[src/rtl/ser_frame_pkg.sv]
package ser_frame_pkg;
   typedef enum logic [1:0] {
      FK_IDLE = 2'd0,
      FK_DATA = 2'd1,
      FK_SYNC = 2'd2
   } frame_kind_e;
endpackage

[src/rtl/ser_init_ctrl.sv]
module ser_init_ctrl #(
   parameter int INIT_WORDS = 1024
) (
   input  logic clk_i,
   input  logic rst_ni,
   input  logic pd_i,
   input  logic stb_i,
   output logic ready_o,
   output logic load_ok_o
);
   localparam int IW = (INIT_WORDS > 1) ? $clog2(INIT_WORDS) : 1;
   localparam logic [IW-1:0] LAST = IW'(INIT_WORDS - 1);

   logic [IW-1:0] cnt_q;
   logic          ready_q;
   logic          last_w;

   assign last_w    = !ready_q && (cnt_q == LAST);
   assign load_ok_o = ready_q || last_w;
   assign ready_o   = ready_q;

   always_ff @(posedge clk_i) begin
      if (!rst_ni || pd_i) begin
         cnt_q   <= '0;
         ready_q <= 1'b0;
      end else if (stb_i && !ready_q) begin
         if (last_w) ready_q <= 1'b1;
         else        cnt_q   <= cnt_q + 1'b1;
      end
   end
endmodule

[src/rtl/ser_sync_ctrl.sv]
module ser_sync_ctrl #(
   parameter int MIN_SYNC = 1024
) (
   input  logic clk_i,
   input  logic rst_ni,
   input  logic pd_i,
   input  logic adv_i,
   input  logic req_i,
   output logic send_sync_o,
   output logic busy_o
);
   generate
      if (MIN_SYNC == 1) begin : g_nocnt
         assign send_sync_o = req_i;
         assign busy_o      = 1'b0;
      end else begin : g_cnt
         localparam int CW = $clog2(MIN_SYNC);
         localparam logic [CW-1:0] RELOAD = CW'(MIN_SYNC - 1);
         logic [CW-1:0] left_q;

         assign busy_o      = (left_q != '0);
         assign send_sync_o = req_i || busy_o;

         always_ff @(posedge clk_i) begin
            if (!rst_ni || pd_i) begin
               left_q <= '0;
            end else if (adv_i) begin
               if (busy_o)     left_q <= left_q - 1'b1;
               else if (req_i) left_q <= RELOAD;
            end
         end
      end
   endgenerate
endmodule

[src/rtl/ser_frame_shift.sv]
module ser_frame_shift #(
   parameter int FRAME_W = 12
) (
   input  logic               clk_i,
   input  logic               rst_ni,
   input  logic               clr_i,
   input  logic               load_i,
   input  logic [FRAME_W-1:0] frame_i,
   output logic [FRAME_W-1:0] sh_o
);
   logic [FRAME_W-1:0] sh_q;

   always_ff @(posedge clk_i) begin
      if (!rst_ni || clr_i) sh_q <= '0;
      else if (load_i)      sh_q <= frame_i;
      else                  sh_q <= {1'b0, sh_q[FRAME_W-1:1]};
   end

   assign sh_o = sh_q;
endmodule

[src/rtl/ser_frame_tx.sv]
module ser_frame_tx
   import ser_frame_pkg::*;
#(
   parameter int DATA_W     = 10,
   parameter int MIN_SYNC   = 1024,
   parameter int INIT_WORDS = 1024
) (
   input  logic              clk_i,
   input  logic              rst_ni,
   input  logic              stb_i,
   input  logic [DATA_W-1:0] data_i,
   input  logic              sync_a_i,
   input  logic              sync_b_i,
   input  logic              en_i,
   input  logic              pd_i,
   output logic              ser_o,
   output logic              drive_o
);
   localparam int FRAME_W = DATA_W + 2;
   localparam int HALF    = FRAME_W / 2;

   generate
      if (DATA_W < 2 || (DATA_W % 2) != 0) begin : g_bad_width
         $error("DATA_W must be even and at least 2");
      end
      if (MIN_SYNC < 1) begin : g_bad_sync
         $error("MIN_SYNC must be at least 1");
      end
      if (INIT_WORDS < 1) begin : g_bad_init
         $error("INIT_WORDS must be at least 1");
      end
   endgenerate

   logic [FRAME_W-1:0] sync_pat;
   generate
      for (genvar b = 0; b < FRAME_W; b++) begin : g_pat
         assign sync_pat[b] = (b < HALF);
      end
   endgenerate

   logic               ready_q, load_ok, busy_q, send_sync, req;
   logic [FRAME_W-1:0] sh_q, next_frame;
   frame_kind_e        kind;

   assign req = sync_a_i | sync_b_i;

   ser_init_ctrl #(.INIT_WORDS(INIT_WORDS)) u_init (
      .clk_i    (clk_i),
      .rst_ni   (rst_ni),
      .pd_i     (pd_i),
      .stb_i    (stb_i),
      .ready_o  (ready_q),
      .load_ok_o(load_ok)
   );

   ser_sync_ctrl #(.MIN_SYNC(MIN_SYNC)) u_sync (
      .clk_i      (clk_i),
      .rst_ni     (rst_ni),
      .pd_i       (pd_i),
      .adv_i      (stb_i && load_ok),
      .req_i      (req),
      .send_sync_o(send_sync),
      .busy_o     (busy_q)
   );

   always_comb begin
      if (!load_ok)       kind = FK_IDLE;
      else if (send_sync) kind = FK_SYNC;
      else                kind = FK_DATA;
      unique case (kind)
         FK_SYNC: next_frame = sync_pat;
         FK_DATA: next_frame = {1'b0, data_i, 1'b1};
         default: next_frame = '0;
      endcase
   end

   ser_frame_shift #(.FRAME_W(FRAME_W)) u_shift (
      .clk_i  (clk_i),
      .rst_ni (rst_ni),
      .clr_i  (pd_i),
      .load_i (stb_i),
      .frame_i(next_frame),
      .sh_o   (sh_q)
   );

   assign drive_o = en_i && !pd_i && ready_q;
   assign ser_o   = drive_o && sh_q[0];
endmodule

[config.mk]
export PLATFORM = sky130hd
export DESIGN_NAME = ser_frame_tx
export DESIGN_NICKNAME = d
export VERILOG_FILES = /design/src/rtl/ser_frame_pkg.sv /design/src/rtl/ser_init_ctrl.sv /design/src/rtl/ser_sync_ctrl.sv /design/src/rtl/ser_frame_shift.sv /design/src/rtl/ser_frame_tx.sv
export SDC_FILE = /design/constraint.sdc
export NUM_CORES = 1
export LEC_CHECK = 0
export BUFFER_PORTS_ARGS = -buffer_cell sky130_fd_sc_hd__buf_4
export CORE_MARGIN = 2
export CORE_UTILIZATION = 62
export CTS_CLUSTER_DIAMETER = 150
export DETAILED_ROUTE_END_ITERATION = 10
export PLACE_DENSITY = 0.84
export SYNTH_ARGS = -nofsm -noshare
export SYNTH_HDL_FRONTEND = slang
export SYNTH_HIERARCHICAL = 1
export SYNTH_SLANG_ARGS = --single-unit
[constraint.sdc]
create_clock -name clk_i -period 4.98 [get_ports clk_i]
set_clock_uncertainty 0.15 [all_clocks]
set_input_delay 0.498 -clock clk_i [delete_from_list [all_inputs] [get_ports clk_i]]
set_output_delay 0.498 -clock clk_i [all_outputs]
set_load 0.03 [all_outputs]
# After elaboration in Yosys (flattened, before gate mapping)
# Index checks and enable logic that the tools add are counted.
# W data, S select, Z words.
op_classes:
  add_sub_neg: 2
  n_eq_ne: 3
  n_mux: 6
  n_bitwise: 3
  reduce_logical: 18
ops:
  columns: ["op", "n"]
  rows:
  - ["$pmux W11 S2", 1]
  - ["$mux W10", 2]
  - ["$mux W11", 1]
  - ["$add A10 B1 Y10 const B", 1]
  - ["$eq A10 B10 Y1 const B", 1]
  - ["$reduce_bool A10 Y1", 1]
  - ["$sub A10 B1 Y10 const B", 1]
  - ["$logic_and A1 B1 Y1", 6]
  - ["$reduce_and A2 Y1", 3]
  - ["$mux W2", 2]
  - ["$logic_not A1 Y1", 3]
  - ["$logic_or A1 B1 Y1", 3]
  - ["$eq A2 B1 Y1 const B", 1]
  - ["$eq A2 B2 Y1 const B", 1]
  - ["$not A1 Y1", 2]
  - ["$reduce_bool A2 Y1", 1]
  - ["$reduce_or A2 Y1", 1]
  - ["$or A1 B1 Y1", 1]
word_totals:
  register_bits: 33
  input_bits: 17
  out_inout_bits: 2
  word_cells: 37

# Longest topological paths before layout
depth:
  depth_word: 7
  depth_mapped: 10

# By module
# Netlist, hierarchy kept.
by_module_without_submodules:
  columns: ["module", "instances", "cells_per_inst", "area_each_um2"]
  rows:
  - ["ser_sync_ctrl", 1, 67, 604.3]
  - ["ser_init_ctrl", 1, 65, 551.8]
  - ["ser_frame_shift", 1, 39, 421.7]
  - ["ser_frame_tx", 1, 18, 143.9]

# Least setup slack after synthesis
# Ideal clock, no wire load.
synth_timing:
  kind: "register to register"
  startpoint: "reg u_init.cnt_q[0]"
  endpoint: "reg u_sync.g_cnt.left_q[7]"
  setup_ns: 0.132
  t_arrival_ns: 2.646
  required_time_ns: 4.698
  setup_slack_ns: 2.051
  stages_incl_launch_ff: 11
  path_cell_list: "dfxtp_1 > ha_1 > nand2_1 > nor3_1 > or2_2 > buf_6 > and2_2 > or4b_1 > a2111oi_2 > xnor2_1 > a21oi_1"
synth_between:
  elab_chain_len: 5
synth_rtl:
  columns: ["element", "line", "text"]
  rows:
  - ["start, declared", "ser_init_ctrl.sv:14", "logic [IW-1:0] cnt_q;"]
  - ["start signal, assigned", "ser_init_ctrl.sv:28", "else cnt_q <= cnt_q + 1'b1;"]
  - ["$eq A10 B10 Y1", "ser_init_ctrl.sv:18", "assign last_w = !ready_q && (cnt_q == LAST);"]
  - ["$logic_and A1 B1 Y1", "ser_init_ctrl.sv:18", null]
  - ["$logic_or A1 B1 Y1", "ser_init_ctrl.sv:19", "assign load_ok_o = ready_q || last_w;"]
  - ["named net load_ok", "ser_frame_tx.sv:41", "logic ready_q, load_ok, busy_q, send_sync, req;"]
  - ["$logic_and A1 B1 Y1", "ser_frame_tx.sv:60", ".adv_i (stb_i && load_ok),"]
  - ["$reduce_and A2 Y1 (no line)", null, null]
  - ["end signal, assigned", "ser_sync_ctrl.sv:28", "if (busy_o) left_q <= left_q - 1'b1;"]
  - ["end, declared", "ser_sync_ctrl.sv:19", "logic [CW-1:0] left_q;"]
# The timed path passes the listed nets, and every way through them passes these cells.
# A chain may end at the register's enable or synchronous reset.

# Final worst setup path
# Same ends and word-level chain as after synthesis.

==> metrics.csv <==
stage,metric,value,unit
clock_network,CTS Buf Count,5,
sta,Final Hold Fails,0,
job,Max Cap Violations,0,
floorplanning,Die Width,56.70,µm
synth,"Seq/Total Area, Yosys",38.37,%
clock_network,clk_lat worst skew,0.33,ns
floorplanning,initial core utilization,64.09,%
final_layout,most frequent cells in the layout,"33 x dfxtp_1, 21 x nor2_1, 18 x buf_4",
clock_network,root buf cell,clkbuf_4,
setup_path,"Critical Path, Cell by Cell",ha_1 -> nand2_1 -> nor3_1 -> or2_2 -> and2_2 -> or4b_1 -> a2111oi_2 -> xnor2_1 -> a21oi_1,
sta,Final min period,3.290,ns
global_route,overall global routing resource usage,23.32,%
sta,Slew @ Worst Pin,0.5688,ns
global_route,initial antenna violation count,0,
synth,cells after synthesis,189,
global_route,global-route wire length before repair,5858,µm
final_layout,Syn-to-layout area delta,9.883,%
sta,Setup TNS,0,ns
placed_design,dpl cell area,1837,µm²
floorplanning,Ports,19,
synth,Yosys cell types,54,
setup_path,crit-path max cell delay,0.53,ns
synth,Synth Register Bits,33,
sta,final worst path period share,66.06,%
clock_network,H-tree Lvls,2,
clock_network,post-CTS sizing,0,
sta,Max Transition Viols Final,0,
final_layout,fin nets,225,
clock_network,clk slew on worst S/H paths,0.11,ns
final_layout,Antenna Diode Count,0,
synth,Post-synth EDFFs,0,
routing,Detailed Routing Iterations Pass 1,4,
final_layout,"commonest non-fill, non-tap cell in the layout",dfxtp_1,
synth,"FFs w/ async S/R, synth",0,%
synth,Syn Nets,209,
global_route,grt ovf,0,
setup_path,Setup crit end kind,flip-flop,
power,PD cells,230.7,nW/µm²
routing,Post-Route WL,3461,µm
floorplanning,die area,3214,µm²
sta,final setup violation count,0,
routing,Vias/cell,6.236,
synth,"Avg Cell Area, Syn",9.109,µm²
sta,worst rel slew slack,61.55,%
routing,drt drc,0,
power,leakage power figure,0.7517,nW
placed_design,input/output buffers,18,
run_status,outcome,completed,
routing,Initial DRC Count,107,
clock_network,post-cts hold buffer count,0,
floorplanning,Cell Rows,19,
routing,Antenna Violating Nets Remaining,0,
synth,Post-Syn Area,1722,µm²
clock_network,CTS Sinks,33,
global_route,number of global-route vias before repair,1424,
clock_network,clk buf depth,2,
power,"IR drop worst, VDD",0.2216,mV
setup_path,CP max-delay cell,or4b_1,
power,Power Total,0.4365,mW
placed_design,HPWL after detailed placement,2564,µm
routing,Vias,1478,
synth,Main synth FF type,dfxtp_1,
sta,Peak Freq,0.3040,GHz
final_layout,post-layout instance area,1892,µm²
setup_path,Worst setup SP type,flip-flop,
clock_network,CTS tree,done,
sta,unrepaired setup endpoints after global routing,false,
placed_design,GPL Wtd Cong,0.8470,
global_route,pin count of the biggest net entering global routing,18,
worst_hold_path,Hold Crit Class,flip-flop to flip-flop,
final_layout,layout cells sized above 1,17.96,%
routing,post-DR wirelength/cell,14.60,µm
clock_network,Post-CTS Setup Inserts,0,
setup_path,WP data required,5.04,ns
setup_path,Critical Path AT,3.35,ns
setup_path,CP Max Fanout,12,
floorplanning,Die Span Y,56.70,µm
setup_path,Crit Path Class,flip-flop to flip-flop,
floorplanning,core area,2686,µm²
synth,yosys warns,6,
kinds of logic after synthesis:
family / share of synthesized area [%]
xor+xnor: 2.543
simple gates: 29.58
other cells: 0.2178
flops: 38.37
buf+inv: 4.942
mux: 6.396
compound gates: 15.77
fa+ha+maj: 2.180
flip-flops by register name, summed over array words and instances (netlist names):
name and cells:
u_shift/sh_o 12, u_init/cnt_q 10, u_sync/g_cnt.left_q 10, u_init/ready_o 1
Yosys cell counts (4+ instances only):
cell type / n / area, µm²
or3_1: 4 / 25.02
nor3_1: 9 / 45.04
a21oi_1: 7 / 35.03
nand3_1: 4 / 20.02
nand2_1: 7 / 26.28
and3b_1: 6 / 52.55
xnor2_1: 4 / 35.03
or4b_1: 4 / 40.04
inv_1: 7 / 26.28
o21ai_0: 5 / 25.02
o21a_1: 6 / 45.04
nor2_1: 21 / 78.83
dfxtp_1: 33 / 660.6
mux2i_1: 11 / 110.1
a31oi_1: 5 / 31.28
per-stage QoR:
stage                     hold WS [ns]  worst slack (ns)  instances  utilization, %
after floorplan                 0.2865             2.051        189               -
after global placement          0.2937             1.878        229           68.37
after detailed placement        0.3002             1.726        229           68.37
after CTS                       0.3082             1.705        237           70.42
after global routing            0.3371             1.395        237           70.42
final                           0.3224             1.690        237           70.42
report_power, final:
group          total [mW]  leakage [nW]  internal, mW  switching, mW
clock               0.144        0.0310        0.0532         0.0905
combinational      0.0273         0.455        0.0136         0.0137
sequential          0.265         0.266         0.265       0.000923
area by class of cell:
cell class,count,area (µm²)
Sequential cell,33,660.6
Tap cell,31,38.79
Fill cell,211,794.5
Clock buffer,5,37.54
Timing Repair Buffer,18,135.1
Inverter,7,26.28
Clock inverter,3,17.52
Multi-Input combinational cell,140,975.9
critical path: cells and delay by family (launching register included):
kind                     cells  cell delay (ns)
AND/OR/NAND/NOR              5             1.65
AO/OA/AOI/OAI                2             0.49
flip-flops                   1             0.46
adder cells (fa/ha/maj)      1             0.25
XOR/XNOR                     1             0.16
routing by layer:
layer / wire length, µm / GRT usage [%] / vias up
met1: 1490 / 24.64 / 702
met5: 0 / 0 / -
met3: 156 / 6.912 / 10
met2: 1745 / 40.86 / 39
met4: 68 / 12.93 / 0
li1: - / - / 727
worst paths after layout:
path	slack [ns]	to	depth (start not counted)	startpoint
worst max-delay path	1.69	u_sync/g_cnt.left_q[7]$_SDFFE_PP0P_	9	u_init/cnt_q[0]$_SDFFE_PP0P_
worst min-delay path	0.32	u_shift/sh_o[1]$_SDFF_PP0_	2	u_shift/sh_o[2]$_SDFF_PP0_
worst max register to register	1.69	u_sync/g_cnt.left_q[7]$_SDFFE_PP0P_	9	u_init/cnt_q[0]$_SDFFE_PP0P_
worst min register to register	0.32	u_shift/sh_o[1]$_SDFF_PP0_	2	u_shift/sh_o[2]$_SDFF_PP0_
Note: power is estimated with default switching activity, not from simulation.
